### src/rtl/setup_cap_pkg.sv
package setup_cap_pkg;

    typedef enum logic [2:0] {
        CAP_IDLE  = 3'd0,
        CAP_ARMED = 3'd1,
        CAP_FILL  = 3'd2,
        CAP_TAIL  = 3'd3,
        CAP_ACK   = 3'd4
    } cap_state_t;

    localparam int unsigned CSR_AW = 3;

    localparam logic [CSR_AW-1:0] OFS_ADDR   = 3'd0;
    localparam logic [CSR_AW-1:0] OFS_STATUS = 3'd1;
    localparam logic [CSR_AW-1:0] OFS_FLUSH  = 3'd2;
    localparam logic [CSR_AW-1:0] OFS_DATA   = 3'd3;
    localparam logic [CSR_AW-1:0] OFS_IRQEN  = 3'd4;
    localparam logic [CSR_AW-1:0] OFS_IRQPND = 3'd5;

endpackage

### src/rtl/setup_byte_fifo.sv
// Linear byte buffer refilled once per packet; cleared before each capture.
module setup_byte_fifo #(
    parameter int unsigned DEPTH = 8,
    parameter int unsigned WIDTH = 8,
    localparam int unsigned PW   = $clog2(DEPTH + 1),
    localparam int unsigned IW   = (DEPTH > 1) ? $clog2(DEPTH) : 1
) (
    input  logic             clk,
    input  logic             rst_n,
    input  logic             clr,
    input  logic             push,
    input  logic [WIDTH-1:0] push_data,
    input  logic             pop,
    output logic [WIDTH-1:0] head_data,
    output logic [PW-1:0]    level,
    output logic             empty,
    output logic             full
);

    logic [PW-1:0]    wr_ptr;
    logic [PW-1:0]    rd_ptr;
    logic [WIDTH-1:0] slot [DEPTH];

    always_ff @(posedge clk or negedge rst_n) begin
        if (!rst_n) begin
            wr_ptr <= '0;
        end else if (clr) begin
            wr_ptr <= '0;
        end else if (push && !full) begin
            wr_ptr <= wr_ptr + 1'b1;
        end
    end

    always_ff @(posedge clk or negedge rst_n) begin
        if (!rst_n) begin
            rd_ptr <= '0;
        end else if (clr) begin
            rd_ptr <= '0;
        end else if (pop && !empty) begin
            rd_ptr <= rd_ptr + 1'b1;
        end
    end

    for (genvar g = 0; g < DEPTH; g++) begin : g_slot
        always_ff @(posedge clk or negedge rst_n) begin
            if (!rst_n) begin
                slot[g] <= '0;
            end else if (push && !full && !clr && (wr_ptr == PW'(g))) begin
                slot[g] <= push_data;
            end
        end
    end

    assign empty     = (rd_ptr == wr_ptr);
    assign full      = (wr_ptr == PW'(DEPTH));
    assign level     = wr_ptr - rd_ptr;
    assign head_data = empty ? '0 : slot[rd_ptr[IW-1:0]];

endmodule

### src/rtl/setup_cap_fsm.sv
module setup_cap_fsm
    import setup_cap_pkg::*;
#(
    parameter int unsigned DEPTH = 8,
    parameter int unsigned EPW   = 4,
    localparam int unsigned PW   = $clog2(DEPTH + 1)
) (
    input  logic           clk,
    input  logic           rst_n,
    input  logic           bus_rst,
    input  logic           flush,
    input  logic           tok_setup,
    input  logic [EPW-1:0] tok_ep,
    input  logic           rx_valid,
    input  logic           rx_last,
    input  logic [PW-1:0]  fifo_wcount,
    input  logic           fifo_full,
    output logic           fifo_clr,
    output logic           push,
    output logic           ack,
    output logic           commit,
    output logic           committed,
    output logic [EPW-1:0] last_ep
);

    cap_state_t     state, state_nxt;
    logic [EPW-1:0] arm_ep;
    logic           abort;
    logic           final_slot;

    assign abort      = bus_rst || flush;
    assign final_slot = (fifo_wcount == PW'(DEPTH - 1));

    // state register
    always_ff @(posedge clk or negedge rst_n) begin
        if (!rst_n) state <= CAP_IDLE;
        else        state <= state_nxt;
    end

    // transitions
    always_comb begin
        state_nxt = state;
        if (abort) begin
            state_nxt = CAP_IDLE;
        end else if (tok_setup) begin
            state_nxt = CAP_ARMED;
        end else begin
            unique case (state)
                CAP_IDLE:  state_nxt = CAP_IDLE;
                CAP_ARMED: begin
                    if (rx_valid) state_nxt = rx_last ? CAP_ACK : CAP_FILL;
                end
                CAP_FILL: begin
                    if (rx_valid && rx_last)         state_nxt = CAP_ACK;
                    else if (rx_valid && final_slot) state_nxt = CAP_TAIL;
                end
                CAP_TAIL: begin
                    if (rx_valid && rx_last) state_nxt = CAP_ACK;
                end
                CAP_ACK:   state_nxt = CAP_IDLE;
                default:   state_nxt = CAP_IDLE;
            endcase
        end
    end

    // outputs
    always_comb begin
        fifo_clr = abort || tok_setup;
        push     = 1'b0;
        ack      = 1'b0;
        unique case (state)
            CAP_ARMED, CAP_FILL: push = rx_valid && !fifo_full && !fifo_clr;
            CAP_ACK:             ack  = 1'b1;
            CAP_IDLE, CAP_TAIL:  push = 1'b0;
            default:             push = 1'b0;
        endcase
        commit = ack && !fifo_clr;
    end

    // packet bookkeeping: endpoint armed by token, published at commit
    always_ff @(posedge clk or negedge rst_n) begin
        if (!rst_n) begin
            arm_ep    <= '0;
            last_ep   <= '0;
            committed <= 1'b0;
        end else if (abort) begin
            arm_ep    <= '0;
            last_ep   <= '0;
            committed <= 1'b0;
        end else if (tok_setup) begin
            arm_ep    <= tok_ep;
            committed <= 1'b0;
        end else if (commit) begin
            last_ep   <= arm_ep;
            committed <= 1'b1;
        end
    end

endmodule

### src/rtl/setup_cap_regs.sv
module setup_cap_regs
    import setup_cap_pkg::*;
#(
    parameter int unsigned EPW = 4,
    parameter int unsigned AW  = 8,
    parameter int unsigned RW  = 16
) (
    input  logic              clk,
    input  logic              rst_n,
    input  logic              bus_rst,
    input  logic [CSR_AW-1:0] csr_addr,
    input  logic              csr_wr,
    input  logic              csr_rd,
    input  logic [7:0]        csr_wdata,
    input  logic              commit,
    input  logic              have,
    input  logic [EPW-1:0]    last_ep,
    input  logic [7:0]        head_data,
    output logic [AW-1:0]     dev_addr,
    output logic              irq_en,
    output logic              irq_pend,
    output logic              flush,
    output logic              pop,
    output logic [RW-1:0]     csr_rdata,
    output logic              irq
);

    logic wr_addr, wr_en, wr_pend;

    assign wr_addr = csr_wr && (csr_addr == OFS_ADDR);
    assign wr_en   = csr_wr && (csr_addr == OFS_IRQEN);
    assign wr_pend = csr_wr && (csr_addr == OFS_IRQPND) && csr_wdata[0];
    assign flush   = csr_wr && (csr_addr == OFS_FLUSH) && csr_wdata[0];
    assign pop     = csr_rd && (csr_addr == OFS_DATA) && have;

    always_ff @(posedge clk or negedge rst_n) begin
        if (!rst_n)       dev_addr <= '0;
        else if (bus_rst) dev_addr <= '0;
        else if (wr_addr) dev_addr <= AW'(csr_wdata);
    end

    always_ff @(posedge clk or negedge rst_n) begin
        if (!rst_n)     irq_en <= 1'b0;
        else if (wr_en) irq_en <= csr_wdata[0];
    end

    always_ff @(posedge clk or negedge rst_n) begin
        if (!rst_n)       irq_pend <= 1'b0;
        else if (commit)  irq_pend <= 1'b1;
        else if (wr_pend) irq_pend <= 1'b0;
    end

    always_comb begin
        csr_rdata = '0;
        case (csr_addr)
            OFS_ADDR:   csr_rdata = RW'(dev_addr);
            OFS_STATUS: csr_rdata = RW'({have, last_ep, dev_addr});
            OFS_DATA:   csr_rdata = have ? RW'(head_data) : '0;
            OFS_IRQEN:  csr_rdata = RW'(irq_en);
            OFS_IRQPND: csr_rdata = RW'(irq_pend);
            default:    csr_rdata = '0;
        endcase
    end

    assign irq = irq_pend && irq_en;

endmodule

### src/rtl/setup_capture.sv
module setup_capture
    import setup_cap_pkg::*;
#(
    parameter int unsigned DEPTH = 8,
    parameter int unsigned EPW   = 4,
    localparam int unsigned PW   = $clog2(DEPTH + 1)
) (
    input  logic              clk,
    input  logic              rst_n,
    input  logic              usb_reset,
    input  logic              tok_setup,
    input  logic [EPW-1:0]    tok_ep,
    input  logic              rx_valid,
    input  logic [7:0]        rx_data,
    input  logic              rx_last,
    output logic              ack_o,
    input  logic [CSR_AW-1:0] csr_addr,
    input  logic              csr_wr,
    input  logic              csr_rd,
    input  logic [7:0]        csr_wdata,
    output logic [15:0]       csr_rdata,
    output logic              irq_o
);

    logic           fifo_clr, push, pop, flush, commit, committed;
    logic           fifo_empty, fifo_full, have;
    logic [PW-1:0]  fifo_level;
    logic [7:0]     head_data;
    logic [EPW-1:0] last_ep;
    logic [7:0]     dev_addr;
    logic           irq_en, irq_pend;

    // write count seen by the controller equals level while nothing is read
    setup_byte_fifo #(.DEPTH(DEPTH), .WIDTH(8)) u_fifo (
        .clk       (clk),
        .rst_n     (rst_n),
        .clr       (fifo_clr),
        .push      (push),
        .push_data (rx_data),
        .pop       (pop),
        .head_data (head_data),
        .level     (fifo_level),
        .empty     (fifo_empty),
        .full      (fifo_full)
    );

    setup_cap_fsm #(.DEPTH(DEPTH), .EPW(EPW)) u_fsm (
        .clk         (clk),
        .rst_n       (rst_n),
        .bus_rst     (usb_reset),
        .flush       (flush),
        .tok_setup   (tok_setup),
        .tok_ep      (tok_ep),
        .rx_valid    (rx_valid),
        .rx_last     (rx_last),
        .fifo_wcount (fifo_level),
        .fifo_full   (fifo_full),
        .fifo_clr    (fifo_clr),
        .push        (push),
        .ack         (ack_o),
        .commit      (commit),
        .committed   (committed),
        .last_ep     (last_ep)
    );

    assign have = committed && !fifo_empty;

    setup_cap_regs #(.EPW(EPW), .AW(8), .RW(16)) u_regs (
        .clk       (clk),
        .rst_n     (rst_n),
        .bus_rst   (usb_reset),
        .csr_addr  (csr_addr),
        .csr_wr    (csr_wr),
        .csr_rd    (csr_rd),
        .csr_wdata (csr_wdata),
        .commit    (commit),
        .have      (have),
        .last_ep   (last_ep),
        .head_data (head_data),
        .dev_addr  (dev_addr),
        .irq_en    (irq_en),
        .irq_pend  (irq_pend),
        .flush     (flush),
        .pop       (pop),
        .csr_rdata (csr_rdata),
        .irq       (irq_o)
    );

endmodule

### config.mk
export PLATFORM = sky130hd
export DESIGN_NAME = setup_capture
export DESIGN_NICKNAME = d
export VERILOG_FILES = /design/src/rtl/setup_cap_pkg.sv /design/src/rtl/setup_byte_fifo.sv /design/src/rtl/setup_cap_fsm.sv /design/src/rtl/setup_cap_regs.sv /design/src/rtl/setup_capture.sv
export SDC_FILE = /design/constraint.sdc
export NUM_CORES = 1
export LEC_CHECK = 0
export ABC_CLOCK_PERIOD_IN_PS = 4800
export CAP_MARGIN = 20
export CORE_ASPECT_RATIO = 1.75
export CORE_MARGIN = 3
export CORE_UTILIZATION = 42
export DETAILED_ROUTE_END_ITERATION = 10
export GPL_TIMING_DRIVEN = 0
export SYNTH_ARGS = -nofsm -noshare
export SYNTH_HDL_FRONTEND = slang
export SYNTH_SLANG_ARGS = --single-unit
### constraint.sdc
create_clock -name clk -period 4.8 [get_ports clk]
set_input_delay 0.96 -clock clk [delete_from_list [all_inputs] [get_ports clk]]
set_output_delay 0.96 -clock clk [all_outputs]
set_load 0.02 [all_outputs]
==> flow_summary.yaml <==
detailed_routing:
  vias: 3091
  ant_nets: 0
  viasPerCell: 5.51
  drt_iter0_drc: 125
  drcViolationCount: 0
  dr.pass1.iters: 6
  wl_um: 10900
  avgRoutedWirePerCell_um: 19.5
synth:
  yosysWarnings: 0
  synth_cells: 367
  synth_edf_count: 0
  synthesis.area_mm2: 0.00479
  synthArstFlopShare_pct: 100
  yosysTopAreaCellShare_pct: 49.1
  ys_seq_elements: 94
  synth_top_area_cell: "dfrtp_1"
  synth_top_flop_cell: "dfrtp_1"
  synth_most_common_cell: "dfrtp_1"
  synthTopCellsByArea: "dfrtp_1 (49%), mux2_2 (9.6%), mux2_4 (7.5%)"
  ys_types: 51
  synth_common_cells: "dfrtp_1 (94), mux2_2 (41), nand2_1 (29)"
  avgSynthCellArea_um2: 13.1
  ys_seq_area_share_pct: 49.1
grt:
  grt-ovfl-total: 0
  first_global_vias: 3279
  grt_pass1_wl_um: 17600
  antenna_found_initial: 0
  grt_max_degree: 75
  track_usage_pct: 18.3
pwr:
  powerDensity_mw_per_mm2: 294
  pwr-share-seq_pct: 50.2
  power_switching_w: 0.000412
  p_comb_share_pct: 10.1
  p_clk_share_pct: 39.7
  finalPower_w: 0.00167
  p_leak_nw: 2.64
  peakVddDrop_uv: 236
  p_int_w: 0.00126
  p_sw_share_pct: 24.6
worst_setup_path:
  worstPathRequired_ps: 3840
  crit_type: "reg2out"
  path_max_fanout: 10
  endpoint_kind: "primary output"
  ff2ff_setup_slack_ps: 2140
  slowest_delay_ps: 660
  crit_chain: "buf_2, inv_1, ha_1, nand3_1, o2111ai_1, clkbuf_2, o32ai_1, clkdlybuf4s50_1"
  worstReg2RegStart: "u_fifo.rd_ptr[2]"
  ff2ff_path_depth: 8
  crit_family: "buffers and inverters"
  startpoint_type: "flop"
  path_buf_inv: 4
  critPathArrivalTime_ps: 3490
  regToRegEndpoint: "u_fifo.rd_ptr[1]"
  slowest_stage: "clkdlybuf4s50_1"
clock_tree:
  cts.sinks: 94
  cts_buffers: 9
  hold_buffers: 0
  clk_path_buf_depth: 2
  clkTransAtPathRegs_ps: 70
  cts_tree: "built"
  cts_setup_buffers: 0
  cts-root-buf: "clkbuf_16"
  clock_latency_ps: 340
  htree_levels: 3
finish:
  insertedDiodeCount: 0
  area_growth_pct: 19.0
  n_fill_cell: 990
  drive_gt1_share_pct: 27.3
  nets: 464
floorplanning:
  die_w_um: 86.8
  die_h_um: 147
  io_pins: 49
  num_rows: 51
  dieArea_mm2: 0.0128
  start_util_pct: 42.9
  coreArea_mm2: 0.0112
timing:
  slew_headroom_pct: 46.7
  final-setup-viol-count: 0
  fin_skew_ps: 10.6
  layout_setup_ws_ps: 351
  setup_tns_ps: 0
  fin_crit_sh_pct: 92.7
  hold_viol_final: 0
  rsz0062_at_grt: "false"
  worst_pin_slew_ps: 795
  period_minus_slack_ps: 4450
  fmax_ghz: 0.225
  maxSlewViolCount: 0
worst_hold_path:
  hold_depth: 1
  worstHoldEndpoint: "u_fsm.state[1]"
  hp-class: "reg2reg"
  worstHoldStart: "u_fsm.state[2]"
place:
  place_ws_ps: 83.2
  gp_congestion: 0.832
  dpl.hpwl_um: 7830
  place.port_buffers: 44
status:
  status: "finished clean"
run:
  max_cap_viol_count: 0
kinds of logic (layout without fill, tap and decap cells):
family / after synthesis / in the layout / share of synthesized area [%]
adder cells (fa/ha/maj): 9 / 9 / 2.51
AND/OR/NAND/NOR: 89 / 89 / 10.5
buffers and inverters: 30 / 90 / 3.21
XOR/XNOR: 6 / 6 / 1.25
AO/OA/AOI/OAI: 41 / 41 / 5.35
multiplexers: 97 / 97 / 28.0
flip-flops: 94 / 94 / 49.1
other: 1 / 3 / 0.0782
registers in the layout, summed over array words and instances, names as in the netlist:
register         cells
u_fifo.rd_ptr        4
u_regs.dev_addr      8
u_fsm.last_ep        4
u_fsm.arm_ep         4
u_fifo.slot         64
u_fsm.committed      1
u_fifo.wr_ptr        4
u_fsm.state          3
u_regs.irq_en        1
u_regs.irq_pend      1
worst max-delay path by stage:
stage	cells past startpoint	slack (ps)	from	to
finish	8	350	u_fifo.rd_ptr[2]	csr_rdata[0]
global route	8	10	u_fifo.rd_ptr[2]	csr_rdata[0]
CTS	9	20	u_fifo.rd_ptr[2]	csr_rdata[2]
detailed placement	9	80	u_fifo.rd_ptr[2]	csr_rdata[2]
global placement	1	-580	rst_n	u_fifo.slot[13]
floorplan	8	1320	u_fifo.rd_ptr[2]	csr_rdata[0]
area by class of cell:
cell class / instances / area, um^2 / share of cell area, %
Tap cell: 132 / 165 / 2.89
Multi-Input combinational cell: 245 / 2290 / 40.2
Sequential cell: 94 / 2350 / 41.2
Clock inverter: 6 / 46.3 / 0.811
Timing Repair Buffer: 45 / 465 / 8.16
Buffer: 21 / 123 / 2.15
Clock buffer: 10 / 229 / 4.01
Inverter: 8 / 30.0 / 0.526
cells in the final DEF, fill, tap and decap left out, types with 2 or more instances in the layout:
cell	instances
dfrtp_1	94
clkdlybuf4s50_1	43
mux2_2	41
nand2_1	29
mux2_4	24
nor2_1	17
mux4_2	16
mux2i_1	16
a21oi_1	14
o21ai_0	11
clkbuf_1	9
clkbuf_16	9
ha_1	8
inv_1	7
nand3_1	6
or4_1	6
nor2b_1	5
buf_4	5
buf_2	4
and3_1	4
nand4_1	4
nand2b_1	4
xor2_1	3
and2_1	3
nor4_4	3
buf_6	3
conb_1	3
o2111a_1	2
xnor2_1	2
a21o_1	2
a31oi_1	2
clkinvlp_4	2
clkinv_4	2
per-layer routing:
layer / routed length [um] / track usage, %
met3: 350 / 2.75
met2: 5970 / 33.0
met4: 182 / 5.93
met1: 4410 / 21.8
met5: 0 / 0
metrics by stage:
step / util (%) / hold slack (ps) / std cells / instance area [um^2]
final: 51.1 / 487 / 561 / 5710
after global routing: 51.1 / 518 / 561 / 5710
after CTS: 51.1 / 485 / 562 / 5710
after detailed placement: 48.6 / 481 / 546 / 5430
after global placement: 48.4 / 479 / 545 / 5410
after floorplan: - / 446 / 369 / 4800
power by group through the flow:
stage          Clock (W)  Sequential, W  Combinational, W
2_1_floorplan          0       0.000849         0.0000934
3_3_place_gp           0       0.000853          0.000166
3_5_place_dp           0       0.000855          0.000172
4_1_cts         0.000680       0.000840          0.000173
5_1_grt         0.000710       0.000844          0.000188
6_report        0.000665       0.000840          0.000169
what timing repair did:
item,CTS,global route
gates resized for setup,1,3
setup endpoints to repair,8,8
hold endpoints to repair,0,0
pin swaps,0,0
Note: power is estimated with default switching activity, not from simulation.
